$ cat src/rtl/xlat_pkg.sv
package xlat_pkg;
  localparam int unsigned VA_BITS   = 32;
  localparam int unsigned PA_BITS   = 32;
  localparam int unsigned PAGE_BITS = 12;
  localparam int unsigned SLOTS     = 16;

  typedef enum logic [1:0] {
    RES_HIT   = 2'd0,
    RES_MISS  = 2'd1,
    RES_WPROT = 2'd2
  } res_kind_e;
endpackage

$ cat src/rtl/xlat_slot_store.sv
module xlat_slot_store #(
  parameter int unsigned SLOTS = 16,
  parameter int unsigned VPN_W = 20,
  parameter int unsigned PPN_W = 20,
  localparam int unsigned IDX_W = $clog2(SLOTS)
) (
  input  logic             clk,
  input  logic             rst_n,
  input  logic             inst_en,
  input  logic [IDX_W-1:0] inst_idx,
  input  logic             inst_valid,
  input  logic             inst_dirty,
  input  logic [VPN_W-1:0] inst_vpn,
  input  logic [PPN_W-1:0] inst_ppn,
  input  logic             flush_all,
  output logic [SLOTS-1:0] slot_valid,
  output logic [SLOTS-1:0] slot_dirty,
  output logic [VPN_W-1:0] slot_vpn [SLOTS],
  output logic [PPN_W-1:0] slot_ppn [SLOTS]
);

  for (genvar i = 0; i < SLOTS; i++) begin : g_slot
    logic write_here;
    assign write_here = inst_en && !flush_all && (inst_idx == IDX_W'(i));

    always_ff @(posedge clk) begin
      if (!rst_n) begin
        slot_valid[i] <= 1'b0;
        slot_dirty[i] <= 1'b0;
        slot_vpn[i]   <= '0;
        slot_ppn[i]   <= '0;
      end else if (flush_all) begin
        slot_valid[i] <= 1'b0;
      end else if (write_here) begin
        slot_valid[i] <= inst_valid;
        slot_dirty[i] <= inst_dirty;
        slot_vpn[i]   <= inst_vpn;
        slot_ppn[i]   <= inst_ppn;
      end
    end
  end

  // flush leaves no valid slot, even with a concurrent install
  p_flush_clears_r7: assert property (@(posedge clk) disable iff (!rst_n)
    flush_all |=> (slot_valid == '0));

  // an install lands in the addressed slot
  p_install_lands_r6: assert property (@(posedge clk) disable iff (!rst_n)
    (inst_en && !flush_all) |=>
      (slot_valid[$past(inst_idx)] == $past(inst_valid)) &&
      (slot_ppn[$past(inst_idx)] == $past(inst_ppn)));

endmodule

$ cat src/rtl/xlat_match.sv
module xlat_match #(
  parameter int unsigned SLOTS = 16,
  parameter int unsigned VPN_W = 20,
  localparam int unsigned IDX_W = $clog2(SLOTS)
) (
  input  logic             clk,
  input  logic             rst_n,
  input  logic [VPN_W-1:0] look_vpn,
  input  logic [SLOTS-1:0] slot_valid,
  input  logic [VPN_W-1:0] slot_vpn [SLOTS],
  output logic             any_hit,
  output logic             multi_hit,
  output logic [IDX_W-1:0] hit_idx
);

  logic [SLOTS-1:0] hit_vec;

  for (genvar i = 0; i < SLOTS; i++) begin : g_cmp
    assign hit_vec[i] = slot_valid[i] && (slot_vpn[i] == look_vpn);
  end

  // lowest index wins: scan from the top so the last assignment is the lowest
  always_comb begin
    hit_idx = '0;
    for (int i = SLOTS - 1; i >= 0; i--) begin
      if (hit_vec[i]) hit_idx = IDX_W'(i);
    end
  end

  assign any_hit   = |hit_vec;
  assign multi_hit = ($countones(hit_vec) > 1);

  // the chosen slot matches and no lower slot does
  p_lowest_wins_r8: assert property (@(posedge clk) disable iff (!rst_n)
    any_hit |-> (hit_vec[hit_idx] &&
                 ((hit_vec & ((SLOTS'(1) << hit_idx) - SLOTS'(1))) == '0)));

  p_multi_implies_hit_r8: assert property (@(posedge clk) disable iff (!rst_n)
    multi_hit |-> any_hit);

endmodule

$ cat src/rtl/xlat_resp_stage.sv
module xlat_resp_stage
  import xlat_pkg::*;
#(
  parameter int unsigned PA_W = 32
) (
  input  logic            clk,
  input  logic            rst_n,
  input  logic            in_valid,
  output logic            in_ready,
  input  res_kind_e       in_kind,
  input  logic [PA_W-1:0] in_paddr,
  input  logic            in_multi,
  output logic            out_valid,
  input  logic            out_ready,
  output res_kind_e       out_kind,
  output logic [PA_W-1:0] out_paddr,
  output logic            out_multi
);

  assign in_ready = !out_valid || out_ready;

  always_ff @(posedge clk) begin
    if (!rst_n) begin
      out_valid <= 1'b0;
      out_kind  <= RES_MISS;
      out_paddr <= '0;
      out_multi <= 1'b0;
    end else if (in_ready) begin
      out_valid <= in_valid;
      if (in_valid) begin
        out_kind  <= in_kind;
        out_paddr <= in_paddr;
        out_multi <= in_multi;
      end
    end
  end

  // a stalled response is held unchanged
  p_hold_stable_r9: assert property (@(posedge clk) disable iff (!rst_n)
    (out_valid && !out_ready) |=>
      (out_valid && $stable(out_kind) && $stable(out_paddr) && $stable(out_multi)));

endmodule

$ cat src/rtl/xlat_buffer.sv
module xlat_buffer
  import xlat_pkg::*;
#(
  parameter int unsigned VA_W   = VA_BITS,
  parameter int unsigned PA_W   = PA_BITS,
  parameter int unsigned PG_W   = PAGE_BITS,
  parameter int unsigned N_SLOT = SLOTS,
  localparam int unsigned VPN_W = VA_W - PG_W,
  localparam int unsigned PPN_W = PA_W - PG_W,
  localparam int unsigned IDX_W = $clog2(N_SLOT)
) (
  input  logic             clk,
  input  logic             rst_n,
  input  logic             req_valid,
  output logic             req_ready,
  input  logic [VA_W-1:0]  req_vaddr,
  input  logic             req_store,
  output logic             rsp_valid,
  input  logic             rsp_ready,
  output logic [PA_W-1:0]  rsp_paddr,
  output logic             rsp_hit,
  output logic             rsp_miss_exc,
  output logic             rsp_wprot_exc,
  output logic             rsp_multi_hit,
  input  logic             inst_en,
  input  logic [IDX_W-1:0] inst_idx,
  input  logic             inst_valid,
  input  logic             inst_dirty,
  input  logic [VPN_W-1:0] inst_vpn,
  input  logic [PPN_W-1:0] inst_ppn,
  input  logic             flush_all
);

  logic [N_SLOT-1:0] slot_valid;
  logic [N_SLOT-1:0] slot_dirty;
  logic [VPN_W-1:0]  slot_vpn [N_SLOT];
  logic [PPN_W-1:0]  slot_ppn [N_SLOT];

  logic              any_hit;
  logic              multi_hit;
  logic [IDX_W-1:0]  hit_idx;

  res_kind_e         look_kind;
  logic [PA_W-1:0]   look_paddr;
  res_kind_e         out_kind;

  xlat_slot_store #(
    .SLOTS(N_SLOT), .VPN_W(VPN_W), .PPN_W(PPN_W)
  ) u_store (
    .clk        (clk),
    .rst_n      (rst_n),
    .inst_en    (inst_en),
    .inst_idx   (inst_idx),
    .inst_valid (inst_valid),
    .inst_dirty (inst_dirty),
    .inst_vpn   (inst_vpn),
    .inst_ppn   (inst_ppn),
    .flush_all  (flush_all),
    .slot_valid (slot_valid),
    .slot_dirty (slot_dirty),
    .slot_vpn   (slot_vpn),
    .slot_ppn   (slot_ppn)
  );

  xlat_match #(
    .SLOTS(N_SLOT), .VPN_W(VPN_W)
  ) u_match (
    .clk        (clk),
    .rst_n      (rst_n),
    .look_vpn   (req_vaddr[VA_W-1:PG_W]),
    .slot_valid (slot_valid),
    .slot_vpn   (slot_vpn),
    .any_hit    (any_hit),
    .multi_hit  (multi_hit),
    .hit_idx    (hit_idx)
  );

  // protection check and address assembly in the lookup cycle
  always_comb begin
    look_paddr = '0;
    if (!any_hit) begin
      look_kind = RES_MISS;
    end else if (req_store && !slot_dirty[hit_idx]) begin
      look_kind = RES_WPROT;
    end else begin
      look_kind  = RES_HIT;
      look_paddr = {slot_ppn[hit_idx], req_vaddr[PG_W-1:0]};
    end
  end

  xlat_resp_stage #(
    .PA_W(PA_W)
  ) u_resp (
    .clk       (clk),
    .rst_n     (rst_n),
    .in_valid  (req_valid),
    .in_ready  (req_ready),
    .in_kind   (look_kind),
    .in_paddr  (look_paddr),
    .in_multi  (multi_hit),
    .out_valid (rsp_valid),
    .out_ready (rsp_ready),
    .out_kind  (out_kind),
    .out_paddr (rsp_paddr),
    .out_multi (rsp_multi_hit)
  );

  assign rsp_hit       = rsp_valid && (out_kind == RES_HIT);
  assign rsp_miss_exc  = rsp_valid && (out_kind == RES_MISS);
  assign rsp_wprot_exc = rsp_valid && (out_kind == RES_WPROT);

  // exactly one outcome per response
  p_one_outcome_r10: assert property (@(posedge clk) disable iff (!rst_n)
    rsp_valid |-> $onehot({rsp_hit, rsp_miss_exc, rsp_wprot_exc}));

  // refused lookups carry no address
  p_no_addr_on_exc_r3: assert property (@(posedge clk) disable iff (!rst_n)
    (rsp_miss_exc || rsp_wprot_exc) |-> (rsp_paddr == '0));

  // back-pressure reaches the request side
  p_stall_blocks_r9: assert property (@(posedge clk) disable iff (!rst_n)
    (rsp_valid && !rsp_ready) |-> !req_ready);

  // a hit keeps the page offset of the accepted request
  p_offset_pass_r2: assert property (@(posedge clk) disable iff (!rst_n)
    (req_valid && req_ready) |=>
      (rsp_hit |-> (rsp_paddr[PG_W-1:0] == $past(req_vaddr[PG_W-1:0]))));

endmodule

$ cat config.mk
export PLATFORM = sky130hd
export DESIGN_NAME = xlat_buffer
export DESIGN_NICKNAME = d
export VERILOG_FILES = /design/src/rtl/xlat_pkg.sv /design/src/rtl/xlat_slot_store.sv /design/src/rtl/xlat_match.sv /design/src/rtl/xlat_resp_stage.sv /design/src/rtl/xlat_buffer.sv
export SDC_FILE = /design/constraint.sdc
export NUM_CORES = 2
export LEC_CHECK = 0
export BUFFER_PORTS_ARGS = -buffer_cell sky130_fd_sc_hd__clkbuf_2
export CAP_MARGIN = 15
export CORE_MARGIN = 3
export CORE_UTILIZATION = 55
export CTS_BUF_LIST = sky130_fd_sc_hd__clkbuf_4
export DETAILED_ROUTE_END_ITERATION = 16
export PLACE_DENSITY = 0.72
export SLEW_MARGIN = 10
export SYNTH_ARGS = -nofsm -noshare
export SYNTH_HDL_FRONTEND = slang
export SYNTH_HIERARCHICAL = 1
export SYNTH_SLANG_ARGS = --single-unit
$ cat constraint.sdc
create_clock -name clk -period 6.73 [get_ports clk]
set_input_delay 0.3365 -clock clk [delete_from_list [all_inputs] [get_ports clk]]
set_output_delay 0.3365 -clock clk [all_outputs]
set_load 0.02 [all_outputs]
==> impl_summary.txt <==
----------------------------------------------------
[Drt]
  Number of detailed-route iterations in the first pass ... 6
  DRT Wirelength ... 97160 µm
  Average wire per cell in the routed design ... 22.97 µm
  Iter 0 DRT Violations ... 2075
  DRT antenna net count ... 0
  Detailed-route DRC error count ... 0
  Via Count ... 24.54k
  Drt via density ... between 5 and 6

[Floorplan]
  Vert. Die Dim ... ~250 µm
  I/O pin count ... 123
  Initial cell density of the core ... 55.68%
  Core box area ... 0.05913 mm²
  Die area ... between 0.06 and 0.07 mm²
  Std-Cell Rows ... 89
  Horizontal die dimension ... 250.7 µm

[Yosys]
  Unique cell type count in the Yosys netlist ... 56
  Mean area per synthesized cell ... ~10 µm²
  Net count of the mapped netlist ... 3292
  Primary FF master, synth ... dfxtp_1
  Flip-flop and latch count after synthesis ... 708
  Proportion of synthesized chip area in sequential cells ... a little over two fifths
  Yosys warning total ... 6
  Share of async-settable or async-resettable flops after synthesis ... 0%
  Number of standard cells after synthesis ... 3191
  Area of the mapped netlist ... 0.03293 mm²
  Number of enable-type register cells in the synthesized netlist ... 0

[Place]
  Gp weighted congestion ... 0.9740
  DP Wirelength ... 58000 µm
  Post-Place Worst Slack ... 981.2 ps
  Number of port buffers ... 122

[Global route]
  Via count of the first global-routing pass ... 25.33k
  Global route total overflow ... 0
  Initial antenna violation count ... 2
  GRT Resource Usage Total ... 30.44%
  Pin count of the biggest net entering global routing ... 210
  Global-route wire length before repair ... 146300 µm

[STA]
  Setup Viol. Count Final ... 0
  Fin crit period ... 5280 ps
  Transition at the pin with the smallest max-transition slack ... roughly 1200 ps
  Fin crit share ... 78.45%
  Top achievable clock speed ... 189.4 MHz
  Slew Limit Headroom ... 21.50%
  Count of final hold-check violations ... 0
  Setup tns final ... 0 ps
  Clock skew ... 77.42 ps
  Smallest setup slack after layout ... 1450 ps
  Count of pins over their slew limit ... 0
  RSZ-0062 raised after global routing ... false

[Setup path]
  Kind of start point of the critical path ... flip-flop
  Critical path data arrival time ... 6170 ps
  Critical path endpoint category ... flip-flop
  Worst-path maximum fanout ... 3
  Required time reported for the critical path endpoint ... 7620 ps
  Critical path class ... flip-flop to flip-flop
  Cell depth of the worst flop-to-flop path ... 20

[Clocking]
  CTS H-tree lvls ... 4
  Number of buffers created by CTS ... 183
  Clock Sinks ... approximately 700
  Count of cells resized by post-cts repair ... 0
  CTS root buf ... clkbuf_4
  Number of buffers on the longest clock path ... 3
  CTS clk-pin slew, worst paths ... 60 ps
  Clock latency at the later pin of the worst-skew pair ... 1080 ps
  Clock tree from TritonCTS ... done

[Hold path]
  Class of the tightest hold or removal check ... primary input to flip-flop
  Hold-critical path depth ... 3

[Power]
  Power per unit of standard cell area ... ~230 mW/mm²
  IR drop worst, VDD ... ~170 µV
  Leakage power ... 0.01570 µW

[Job]
  Maximum capacitance violations ... 0

[Layout]
  Number of nets in the layout ... 3418
  Signed area change from the synthesized netlist to the final layout ... 9.664%
  Share of post-route cells with drive strength above 1 ... 16.11%

[Status]
  Result of the run ... finished, final reports clean

----------------------------------------------------
registers in the layout, indices dropped and copies added, names as in the netlist:
signal              cells
u_resp/out_kind         2
u_resp/out_multi        1
u_resp/out_paddr       32
u_resp/out_valid        1
u_store/slot_dirty     16
u_store/slot_ppn      320
u_store/slot_valid     16
u_store/slot_vpn      320
per-layer routing:
layer | track usage [%] | wire (µm) | share of wire [%] | up-vias
met3 | 6.624 | 7011 | 7.2 | 273
met1 | 38.12 | 39900 | 41 | 12090
met5 | 0 | 0 | 0 | -
li1 | - | - | - | 11200
met2 | 49.26 | 45190 | 47 | 987
met4 | 16.42 | 5062 | 5.2 | 0
synth_stat cells, types with 7 or more instances:
library cell  count  area share (%)
a21boi_0         14            0.32
a21oi_1          26            0.40
a221oi_1         12            0.32
a221oi_2          8            0.36
a22o_1           20            0.53
buf_12           10            0.61
buf_2           110             1.7
buf_4            13            0.30
buf_6            38             1.3
clkbuf_1         94             1.1
dfxtp_1         708              43
fa_1             10            0.61
inv_1            23            0.26
mux2i_1         712              22
mux4_1           23             1.8
mux4_2           58             4.0
nand2_1         797             9.1
nand3_1          24            0.36
nand4_1          61             1.2
nor2_1            9            0.10
nor2b_1           7            0.13
nor4_1           33            0.63
xnor2_1         236             6.3
xor2_1           84             2.2
logic make-up (layout without fill, tap and decap cells):
group                    count (synthesis)  after routing  share of synthesized area [%]
other                                    0              5                              0
flip-flops                             708            708                          43.05
XOR/XNOR                               320            320                          8.512
adder cells (fa/ha/maj)                 16             16                         0.8360
AND/OR/NAND/NOR                        965            965                          12.47
buffers and inverters                  300            560                          5.503
multiplexers                           793            793                          27.45
AO/OA/AOI/OAI                           89             89                          2.185
worst paths after layout:
check	from	to	slack [ps]
max	u_store/slot_vpn[138]$_SDFFE_PN0P_	u_resp/out_multi$_SDFFE_PN0P_	1450
min	inst_vpn[17]	u_store/slot_vpn[217]$_SDFFE_PN0P_	110
max reg2reg	u_store/slot_vpn[138]$_SDFFE_PN0P_	u_resp/out_multi$_SDFFE_PN0P_	1450
min reg2reg	u_store/slot_ppn[16]$_SDFFE_PN0P_	u_store/slot_ppn[16]$_SDFFE_PN0P_	450
placed cells by master (no fill, tap or decap), types with 23 or more instances in the layout:
cell / Yosys / routed
buf_4: 13 / 45
dlygate4sd3_1: 0 / 47
inv_1: 23 / 23
xor2_1: 84 / 84
mux4_2: 58 / 58
clkbuf_2: 0 / 121
xnor2_1: 236 / 236
a21oi_1: 26 / 26
clkbuf_4: 1 / 266
nand3_1: 24 / 24
dfxtp_1: 708 / 708
nor4_1: 33 / 33
mux4_1: 23 / 23
clkinv_1: 0 / 33
nand4_1: 61 / 61
nand2_1: 797 / 790
mux2i_1: 712 / 712
timing repair:
| action | 4_1_cts | 5_1_grt |
|---|---|---|
| hold buffers | 47 | 0 |
| hold endpoints to repair | 446 | 0 |
| buffers inserted | 0 | 0 |
critical path: stages (launching register included):
cell and delay, ps:
dfxtp_1 330, xnor2_1 250, nand4_1 140, nor4_1 710, nand4_1 320, fa_1 590, fa_1 540, inv_1 50
fa_1 500, inv_1 60, fa_1 460, inv_1 70, ha_1 170, inv_1 60, fa_1 410, inv_1 70
nand3_1 70, o21ai_0 90, nand3_1 110, nand2_1 70, mux2i_1 90
per-stage QoR:
stage	std cells	hold slack (ps)	util [%]	area, µm²	total power, µW
2_1_floorplan	3191	429.9	-	32930	4672
3_3_place_gp	3858	437.0	56.36	33320	4817
3_5_place_dp	3858	444.5	56.36	33320	4825
4_1_cts	4224	9.894	61.04	36090	8520
5_1_grt	4229	39.40	61.06	36110	8771
6_report	4229	105.5	61.06	36110	8447
where the power goes:
part / internal [µW] / leakage (µW) / switching [µW]
Clock: 1890 / 0.00136 / 1790
Sequential: 4220 / 0.00571 / 19.2
Combinational: 171 / 0.00863 / 355
Total: 6280 / 0.0157 / 2160
final cells by class:
class	count	area (µm²)
Sequential cell	708	14170
Clock buffer	266	1997
Timing Repair Buffer	218	1509
Tap cell	773	967.2
Clock inverter	53	304.0
Antenna cell	5	12.51
Multi-Input combinational cell	2183	17060
Fill cell	4830	23020
Inverter	23	86.33
Note: power is estimated with default switching activity, not from simulation.
